### src/rtl/tsf_pkg.sv
package tsf_pkg;

  typedef enum logic [3:0] {
    TS_RESET, TS_IDLE,
    TS_SEL_DR, TS_CAP_DR, TS_SH_DR, TS_EX1_DR, TS_PAU_DR, TS_EX2_DR, TS_UPD_DR,
    TS_SEL_IR, TS_CAP_IR, TS_SH_IR, TS_EX1_IR, TS_PAU_IR, TS_EX2_IR, TS_UPD_IR
  } tap_st_t;

  function automatic tap_st_t tap_next(input tap_st_t s, input logic m);
    tap_st_t n;
    unique case (s)
      TS_RESET:  n = m ? TS_RESET  : TS_IDLE;
      TS_IDLE:   n = m ? TS_SEL_DR : TS_IDLE;
      TS_SEL_DR: n = m ? TS_SEL_IR : TS_CAP_DR;
      TS_CAP_DR: n = m ? TS_EX1_DR : TS_SH_DR;
      TS_SH_DR:  n = m ? TS_EX1_DR : TS_SH_DR;
      TS_EX1_DR: n = m ? TS_UPD_DR : TS_PAU_DR;
      TS_PAU_DR: n = m ? TS_EX2_DR : TS_PAU_DR;
      TS_EX2_DR: n = m ? TS_UPD_DR : TS_SH_DR;
      TS_UPD_DR: n = m ? TS_SEL_DR : TS_IDLE;
      TS_SEL_IR: n = m ? TS_RESET  : TS_CAP_IR;
      TS_CAP_IR: n = m ? TS_EX1_IR : TS_SH_IR;
      TS_SH_IR:  n = m ? TS_EX1_IR : TS_SH_IR;
      TS_EX1_IR: n = m ? TS_UPD_IR : TS_PAU_IR;
      TS_PAU_IR: n = m ? TS_EX2_IR : TS_PAU_IR;
      TS_EX2_IR: n = m ? TS_UPD_IR : TS_SH_IR;
      TS_UPD_IR: n = m ? TS_SEL_DR : TS_IDLE;
      default:   n = TS_RESET;
    endcase
    return n;
  endfunction

endpackage

### src/rtl/tsf_tck_sync.sv
module tsf_tck_sync #(
  parameter int STAGES = 2
) (
  input  logic clk,
  input  logic rst_n,
  input  logic tck_a,
  output logic tck_s,
  output logic rise_en,
  output logic fall_en
);
  logic last_q;

  generate
    if (STAGES == 1) begin : g_one
      logic stg_q;
      always_ff @(posedge clk or negedge rst_n) begin
        if (!rst_n) stg_q <= 1'b0;
        else        stg_q <= tck_a;
      end
      assign tck_s = stg_q;
    end else begin : g_chain
      logic [STAGES-1:0] stg_q;
      always_ff @(posedge clk or negedge rst_n) begin
        if (!rst_n) stg_q <= '0;
        else        stg_q <= {stg_q[STAGES-2:0], tck_a};
      end
      assign tck_s = stg_q[STAGES-1];
    end
  endgenerate

  always_ff @(posedge clk or negedge rst_n) begin
    if (!rst_n) last_q <= 1'b0;
    else        last_q <= tck_s;
  end

  assign rise_en = tck_s & ~last_q;
  assign fall_en = ~tck_s & last_q;


  rise_once_chk: assert property (@(posedge clk) disable iff (!rst_n)
    rise_en |=> !rise_en);

  fall_once_chk: assert property (@(posedge clk) disable iff (!rst_n)
    fall_en |=> !fall_en);

  enables_excl_chk: assert property (@(posedge clk) disable iff (!rst_n)
    !(rise_en && fall_en));

endmodule

### src/rtl/tsf_tap_fsm.sv
module tsf_tap_fsm
  import tsf_pkg::*;
(
  input  logic    clk,
  input  logic    rst_n,
  input  logic    step,
  input  logic    mode,
  output tap_st_t state
);

  always_ff @(posedge clk or negedge rst_n) begin
    if (!rst_n)    state <= TS_RESET;
    else if (step) state <= tap_next(state, mode);
  end


  state_hold_chk: assert property (@(posedge clk) disable iff (!rst_n)
    !$past(step) |-> $stable(state));

  reset_hold_chk: assert property (@(posedge clk) disable iff (!rst_n)
    (state == TS_RESET && step && mode) |=> state == TS_RESET);

  idle_hold_chk: assert property (@(posedge clk) disable iff (!rst_n)
    (state == TS_IDLE && step && !mode) |=> state == TS_IDLE);

endmodule

### src/rtl/tsf_scan_regs.sv
module tsf_scan_regs
  import tsf_pkg::*;
#(
  parameter int                 IR_LEN    = 4,
  parameter int                 ID_LEN    = 32,
  parameter logic [ID_LEN-1:0]  ID_VALUE  = 32'h5E3C_71A5,
  parameter logic [IR_LEN-1:0]  IDCODE_OP = 4'b0010,
  parameter logic               IDLE_LVL  = 1'b1
) (
  input  logic    clk,
  input  logic    rst_n,
  input  logic    rise_en,
  input  logic    fall_en,
  input  tap_st_t state,
  input  logic    din,
  output logic    dout,
  output logic    dout_en
);
  localparam logic [IR_LEN-1:0] IR_CAPT = IR_LEN'(1);

  logic [IR_LEN-1:0] ir_sh;
  logic [IR_LEN-1:0] ir_cur;
  logic [ID_LEN-1:0] id_sh;
  logic              byp_q;
  logic              sel_id;

  assign sel_id = (ir_cur == IDCODE_OP);

  always_ff @(posedge clk or negedge rst_n) begin
    if (!rst_n) begin
      ir_sh <= IR_CAPT;
      id_sh <= '0;
      byp_q <= 1'b0;
    end else if (rise_en) begin
      case (state)
        TS_CAP_IR: ir_sh <= IR_CAPT;
        TS_SH_IR:  ir_sh <= {din, ir_sh[IR_LEN-1:1]};
        TS_CAP_DR: if (sel_id) id_sh <= ID_VALUE; else byp_q <= 1'b0;
        TS_SH_DR:  if (sel_id) id_sh <= {din, id_sh[ID_LEN-1:1]}; else byp_q <= din;
        default: ;
      endcase
    end
  end

  always_ff @(posedge clk or negedge rst_n) begin
    if (!rst_n)                             ir_cur <= IDCODE_OP;
    else if (state == TS_RESET)             ir_cur <= IDCODE_OP;
    else if (fall_en && state == TS_UPD_IR) ir_cur <= ir_sh;
  end

  always_ff @(posedge clk or negedge rst_n) begin
    if (!rst_n) begin
      dout    <= IDLE_LVL;
      dout_en <= 1'b0;
    end else if (fall_en) begin
      if (state == TS_SH_IR) begin
        dout    <= ir_sh[0];
        dout_en <= 1'b1;
      end else if (state == TS_SH_DR) begin
        dout    <= sel_id ? id_sh[0] : byp_q;
        dout_en <= 1'b1;
      end else begin
        dout    <= IDLE_LVL;
        dout_en <= 1'b0;
      end
    end
  end


  dout_stable_chk: assert property (@(posedge clk) disable iff (!rst_n)
    !$past(fall_en) |-> ($stable(dout) && $stable(dout_en)));

  idle_level_chk: assert property (@(posedge clk) disable iff (!rst_n)
    !dout_en |-> dout == IDLE_LVL);

  ir_steady_chk: assert property (@(posedge clk) disable iff (!rst_n)
    (!$past(fall_en) && $past(state) != TS_RESET && state != TS_RESET) |-> $stable(ir_cur));

endmodule

### src/rtl/tap_sync_front.sv
module tap_sync_front #(
  parameter int              SYNC_STAGES = 2,
  parameter int              IR_LEN      = 4,
  parameter int              ID_LEN      = 32,
  parameter logic [31:0]     ID_VALUE    = 32'h5E3C_71A5,
  parameter logic [3:0]      IDCODE_OP   = 4'b0010,
  parameter logic            IDLE_LVL    = 1'b1
) (
  input  logic clk,
  input  logic jt_rst_n,
  input  logic jt_clk,
  input  logic jt_mode,
  input  logic jt_din,
  output logic jt_clk_ret,
  output logic jt_dout,
  output logic jt_dout_en
);
  import tsf_pkg::*;

  logic    tck_s;
  logic    rise_en;
  logic    fall_en;
  tap_st_t state;

  tsf_tck_sync #(.STAGES(SYNC_STAGES)) u_sync (
    .clk     (clk),
    .rst_n   (jt_rst_n),
    .tck_a   (jt_clk),
    .tck_s   (tck_s),
    .rise_en (rise_en),
    .fall_en (fall_en)
  );

  assign jt_clk_ret = tck_s;

  tsf_tap_fsm u_fsm (
    .clk   (clk),
    .rst_n (jt_rst_n),
    .step  (rise_en),
    .mode  (jt_mode),
    .state (state)
  );

  tsf_scan_regs #(
    .IR_LEN    (IR_LEN),
    .ID_LEN    (ID_LEN),
    .ID_VALUE  (ID_VALUE[ID_LEN-1:0]),
    .IDCODE_OP (IDCODE_OP[IR_LEN-1:0]),
    .IDLE_LVL  (IDLE_LVL)
  ) u_regs (
    .clk     (clk),
    .rst_n   (jt_rst_n),
    .rise_en (rise_en),
    .fall_en (fall_en),
    .state   (state),
    .din     (jt_din),
    .dout    (jt_dout),
    .dout_en (jt_dout_en)
  );


  shift_only_chk: assert property (@(posedge clk) disable iff (!jt_rst_n)
    ($rose(jt_dout_en)) |-> (state == TS_SH_DR || state == TS_SH_IR));

endmodule

### config.mk
export PLATFORM = sky130hd
export DESIGN_NAME = tap_sync_front
export DESIGN_NICKNAME = d
export VERILOG_FILES = /design/src/rtl/tsf_pkg.sv /design/src/rtl/tsf_tck_sync.sv /design/src/rtl/tsf_tap_fsm.sv /design/src/rtl/tsf_scan_regs.sv /design/src/rtl/tap_sync_front.sv
export SDC_FILE = /design/constraint.sdc
export NUM_CORES = 1
export LEC_CHECK = 0
export BUFFER_PORTS_ARGS = -buffer_cell sky130_fd_sc_hd__buf_2
export CORE_AREA = 8 8 98 100
export CTS_CLUSTER_DIAMETER = 60
export DETAILED_ROUTE_END_ITERATION = 10
export DIE_AREA = 0 0 106 108
export PLACE_DENSITY_LB_ADDON = 0.05
export REMOVE_ABC_BUFFERS = 1
export SLEW_MARGIN = 20
export SYNTH_ARGS = -nofsm -noshare
export SYNTH_HDL_FRONTEND = slang
export SYNTH_HIERARCHICAL = 1
export SYNTH_SLANG_ARGS = --single-unit
### constraint.sdc
create_clock -name clk -period 2.39 [get_ports clk]
set_clock_uncertainty 0.05 [all_clocks]
set_input_delay 0.1195 -clock clk [delete_from_list [all_inputs] [get_ports clk]]
set_output_delay 0.1195 -clock clk [all_outputs]
set_load 0.005 [all_outputs]
Yosys cells after proc, flatten, opt, wreduce, memory -nomap -nowiden
Cells that the tools add are included.
{"block": "totals", "register_bits": 50, "in_bits": 5, "out_inout_bits": 3, "elab_cells": 71}
{"block": "op_classes", "eq_ne": 20, "n_mux": 27, "bitwise_logic": 4, "n_reduce_logical": 11}
{"op": "32-bit 2-to-1 mux", "n": 2}
{"op": "32-bit case mux with 2 select lines", "n": 1}
{"op": "4-bit case mux with 12 select lines", "n": 1}
{"op": "4-bit equality test, second input constant", "n": 8}
{"op": "4-bit 2-to-1 mux", "n": 6}
{"op": "4-bit by 3-bit equality test with 1-bit output, second input constant", "n": 4}
{"op": "4-bit by 2-bit equality test with 1-bit output, second input constant", "n": 3}
{"op": "1-bit 2-to-1 mux", "n": 10}
{"op": "4-bit case mux with 2 select lines", "n": 1}
{"op": "4-bit AND reduction", "n": 2}
{"op": "2-bit 2-to-1 mux", "n": 3}
{"op": "3-bit 2-to-1 mux", "n": 2}
{"op": "2-bit nonzero test", "n": 3}
{"op": "4-bit by 1-bit equality test with 1-bit output, second input constant", "n": 1}
{"op": "4-bit logical NOT", "n": 1}
{"op": "2-bit by 1-bit != test with 1-bit output, second input constant", "n": 2}
{"op": "2-bit != test, second input constant", "n": 2}
{"op": "2-bit OR reduction", "n": 2}
{"op": "3-bit OR reduction", "n": 1}
{"op": "1-bit AND", "n": 2}
{"op": "1-bit NOT", "n": 2}
{"op": "1-bit case mux with 2 select lines", "n": 1}
{"op": "2-bit AND reduction", "n": 1}
{"op": "1-bit logical AND", "n": 1}

Longest topological paths before layout
{"block": "depth", "word_depth": 5, "ltp_mapped": 6, "ltp_nobuf": 4}

Modules after synthesis
Netlist, hierarchy kept.
{"mod": "tsf_scan_regs", "instances": 1, "cells_each": 176, "area_each_um2": 1989.4}
{"mod": "tsf_tap_fsm", "instances": 1, "cells_each": 47, "area_each_um2": 400.4}
{"mod": "tsf_tck_sync", "instances": 1, "cells_each": 5, "area_each_um2": 90.1}

Worst setup path before layout
OpenSTA, ideal clock, no wires.
{"block": "synth_path", "path_type": "register to register", "start": "register u_regs.ir_cur[1]", "end": "register u_regs.id_sh[25]", "setup_ps": 125, "arrival_time_ps": 1833, "t_required_ps": 2215, "path_slack_ps": 382, "stages_incl_launch_ff": 5, "path_buffers": 1, "synth_period_minus_slack_ps": 2008, "cell_sequence": "dfstp_2 > or4b_1 > a211oi_4 > buf_6 > mux2_2"}
{"block": "synth_between", "elab_chain_cells": 3, "word_cells_on_any_way": 4}
{"element": "from (decl)", "line": "tsf_scan_regs.sv:22", "source": "logic [IR_LEN-1:0] ir_cur;"}
{"element": "from (signal assigned)", "line": "tsf_scan_regs.sv:48", "source": "else if (fall_en && state == TS_UPD_IR) ir_cur <= ir_sh;"}
{"element": "4-bit by 2-bit equality test with 1-bit output *", "line": "tsf_scan_regs.sv:27", "source": "assign sel_id = (ir_cur == IDCODE_OP);"}
{"element": "2-bit by 1-bit != test with 1-bit output (no source line)"}
{"element": "4-bit AND reduction (no source line) *"}
{"element": "to (signal assigned)", "line": "tsf_scan_regs.sv:39", "source": "TS_SH_DR: if (sel_id) id_sh <= {din, id_sh[ID_LEN-1:1]}; else byp_q <= din;"}
{"element": "to (decl)", "line": "tsf_scan_regs.sv:23", "source": "logic [ID_LEN-1:0] id_sh;"}
Every way passes the cells marked *; elsewhere a longest branch is shown, timed or not.
A chain may end at the register's enable or synchronous reset.

Worst setup path in the final report
{"block": "layout_path", "start": "register u_regs.ir_cur[1]", "end": "register u_regs.id_sh[20]"}
The elaborated chain is that of the path after synthesis.

==> run metrics <==
die boundary height=108 um; starting utilization of the core area=30.8%; Site Rows=33; cell taking the most area after synthesis=sky130_fd_sc_hd__dfrtp_1; CTS buffer count=5; leakage power summed over all cells=1.06 nW; input/output buffers=7; required arrival time at the worst endpoint=2.52 ns; synthesized area per cell=10.9 sq um; iteration count of the initial detailed-routing pass=4; final standard cell count with taps included and fillers excluded=344; number of global-route vias before repair=1672; most area-consuming cells after synthesis=sky130_fd_sc_hd__dfrtp_1, sky130_fd_sc_hd__mux2_2, sky130_fd_sc_hd__mux2i_1, sky130_fd_sc_hd__nand2_1, sky130_fd_sc_hd__dfstp_2; Period minus WS final=2.10 ns; Worst-path clk slew=0.09 ns; sort of element at the start of the critical path=register; wire length reported by the detailed router=4570 um; Synth Flop Type=sky130_fd_sc_hd__dfrtp_1; Post-layout nets=243; # setup viols final=0; H-Tree Depth=2; count of routing violations after the opening detailed-route iteration=69; r2r setup slk=0.29 ns; Gate Count Post-Synth=228; WHS Path Cells=3; wire length per cell=13.3 um; Worst VDD drop=0.286 mV; share of the core filled with cells in the final layout=34.1%; Horiz. Die Dim=106 um; fraction of the yosys area taken by sequential cells=50.6%; Ys Warns=6; GPL Wtd Cong=0.729; share of layout cells above drive strength 1=19.2%; run status=completed; critical hold path startpoint=jt_din; worst min-delay path category=in2reg; CP max FO=32; power per cell area=1010 nW/um^2; worst r2r src=u_regs/ir_cur[1]; Ant. Diodes=0; wire length of the first global-routing pass=8050 um; Post-route DRC=0; vias per cell=4.70; Top Ports=8; library cell used as clock root buffer=sky130_fd_sc_hd__clkbuf_8; setup_tns=0 ns; CTS tree=done; leftover overflow at the end of global routing=0; worst reg2reg path depth=4; pin slew with the least headroom to its limit=0.630 ns; Total Die Area=11400 sq um; TritonCTS sink count=50; number of slew-limit violations in the final report=0; number of max-capacitance violations reported=0; worst slew slack as a fraction of its limit=58.0%; EDFF count, synth=0; source-to-sink clock delay at the later pin of the worst-skew pair=0.30 ns; Final period util=87.8%; total via count after detailed routing=1618; synthesized area=2480 sq um; ys async rst share=100%; Bufs on Longest Clock Path=2; critical path endpoint category=register; number of flip-flops and latches in the synthesized netlist=50; placed wire-length estimate after detailed placement=2920 um; total global routing track utilization=8.58%; unrepaired setup endpoints after global routing=no; FMAX=477 MHz; arrival time of the worst setup path=2.23 ns; area share of the largest cell type after synthesis=47.4%; Hold Path Sink=u_regs/ir_sh[3]; maximum number of pins on one net before global-route repair=33; count of final hold-check violations=0; core area=8050 sq um; Setup CP Type=reg2reg; end of the worst register-to-register path=u_regs/id_sh[20]; area growth from synthesis to final layout=10.6%; Netlist cell types=44; cell count after placement=334; final antenna-violating net count=0; number of antenna violations at the first check in global routing=0
-- per-stage QoR --
stage / instance area (sq um) / total power, mW / setup WS [ns] / hold slack, ns
after floorplan: 2380 / 1.98 / -0.392 / -0.226
after global placement: 2640 / 2.28 / 0.315 / 0.119
after detailed placement: 2640 / 2.30 / 0.300 / 0.136
after CTS: 2740 / 2.81 / 0.288 / 0.0331
after global routing: 2740 / 2.99 / 0.220 / 0.0390
final: 2740 / 2.76 / 0.292 / 0.0391
-- power breakdown --
part	total, mW	switching, mW	internal, mW
sequential	1.28	0.152	1.13
clock	0.479	0.272	0.207
combinational	1.00	0.545	0.458
total	2.76	0.969	1.79
-- registers in the layout, summed over array words and instances (netlist names) --
name                  count
u_regs/byp_q              1
u_regs/dout_en            1
u_regs/id_sh             32
u_regs/ir_sh              4
u_sync/g_chain.stg_q      2
u_fsm/state               4
u_regs/ir_cur             4
u_regs/dout               1
u_sync/last_q             1
-- per-layer routing --
layer / track usage (%) / vias to the layer above / wire length, um / share of wire [%]
li1: - / 803 / - / -
met2: 13.9 / 17 / 2060 / 45
met4: 2.71 / 0 / 37 / 0.81
met5: 0 / - / 0 / 0
met3: 2.26 / 4 / 122 / 2.7
met1: 11.0 / 794 / 2350 / 51
-- cell usage in the layout, fill, tap and decap left out, types with 2 or more instances in the layout --
master,synthesis,final
sky130_fd_sc_hd__dfstp_2,3,3
sky130_fd_sc_hd__clkbuf_8,0,5
sky130_fd_sc_hd__and4b_1,3,3
sky130_fd_sc_hd__mux2_2,15,15
sky130_fd_sc_hd__dlygate4sd3_1,0,2
sky130_fd_sc_hd__nand4_1,6,6
sky130_fd_sc_hd__o211ai_1,2,2
sky130_fd_sc_hd__a31oi_1,3,3
sky130_fd_sc_hd__a311oi_1,2,2
sky130_fd_sc_hd__a21oi_1,8,8
sky130_fd_sc_hd__dfrtp_1,47,47
sky130_fd_sc_hd__nand2_1,31,31
sky130_fd_sc_hd__o21ai_0,8,8
sky130_fd_sc_hd__nor3b_1,2,2
sky130_fd_sc_hd__mux2i_1,15,15
sky130_fd_sc_hd__nand3b_1,2,2
sky130_fd_sc_hd__a211oi_1,3,3
sky130_fd_sc_hd__buf_2,7,7
sky130_fd_sc_hd__nand2b_1,12,12
sky130_fd_sc_hd__nor2b_1,5,5
sky130_fd_sc_hd__inv_1,18,18
sky130_fd_sc_hd__buf_12,0,2
sky130_fd_sc_hd__buf_4,4,7
sky130_fd_sc_hd__nor2_1,4,4
sky130_fd_sc_hd__mux2_1,4,4
-- how the worst max path moves through the flow --
stage | to | cells after the start | slack [ns] | from
final | u_regs/id_sh[20] | 4 | 0.29 | u_regs/ir_cur[1]
after global routing | u_regs/id_sh[19] | 4 | 0.22 | u_regs/ir_cur[1]
after CTS | u_regs/id_sh[7] | 4 | 0.29 | u_regs/ir_cur[1]
after detailed placement | u_regs/id_sh[20] | 4 | 0.30 | u_regs/ir_cur[1]
after global placement | u_regs/id_sh[26] | 4 | 0.32 | u_regs/ir_cur[1]
after floorplan | u_regs/id_sh[0] | 3 | -0.39 | u_fsm/state[2]
-- layout make-up --
| type | count | area, sq um |
|---|---|---|
| multi-input cells | 145 | 1050 |
| flip-flops and latches | 50 | 1250 |
| inverters | 18 | 67.6 |
| well taps | 105 | 131 |
| clock buffers | 6 | 72.6 |
| clock inverters | 2 | 13.8 |
| fillers | 841 | 5310 |
| repair buffers | 18 | 148 |
-- cell usage after synthesis, drive strengths merged, types with 2 or more instances --
library cell  instances
and4b                 3
a21oi                 8
a311oi                2
o211ai                3
inv                  18
nor2b                 5
dfrtp                47
mux2i                15
nor4b                 3
o21ai                 8
nand2b               12
nand3b                2
nand4                 6
and2b                 2
mux2                 19
a31oi                 3
nor3b                 2
a211oi                4
dfstp                 3
nor2                  4
buf                  14
nand2                31
-- logic make-up (layout without fill, tap and decap cells) --
logic type      count (synthesis)  count (layout)  synth area share (%)
xor+xnor                        1               1                 0.353
flops                          50              50                  50.6
buf+inv                        33              44                  6.86
compound gates                 30              30                  8.22
simple gates                   80              80                  19.3
mux                            34              34                  14.7
-- what timing repair did --
action | CTS | global route
hold endpoints to repair | 22 | 0
setup buffers | 0 | 0
resized for setup | 0 | 0
hold buffers | 2 | 0
-- critical path, cell delays in order (launching register included) --
cell	delay (ns)
sky130_fd_sc_hd__dfstp_2	0.55
sky130_fd_sc_hd__or4b_1	0.49
sky130_fd_sc_hd__a211oi_4	0.27
sky130_fd_sc_hd__buf_12	0.26
sky130_fd_sc_hd__mux2_2	0.36
(Power assumes the default switching activity.)
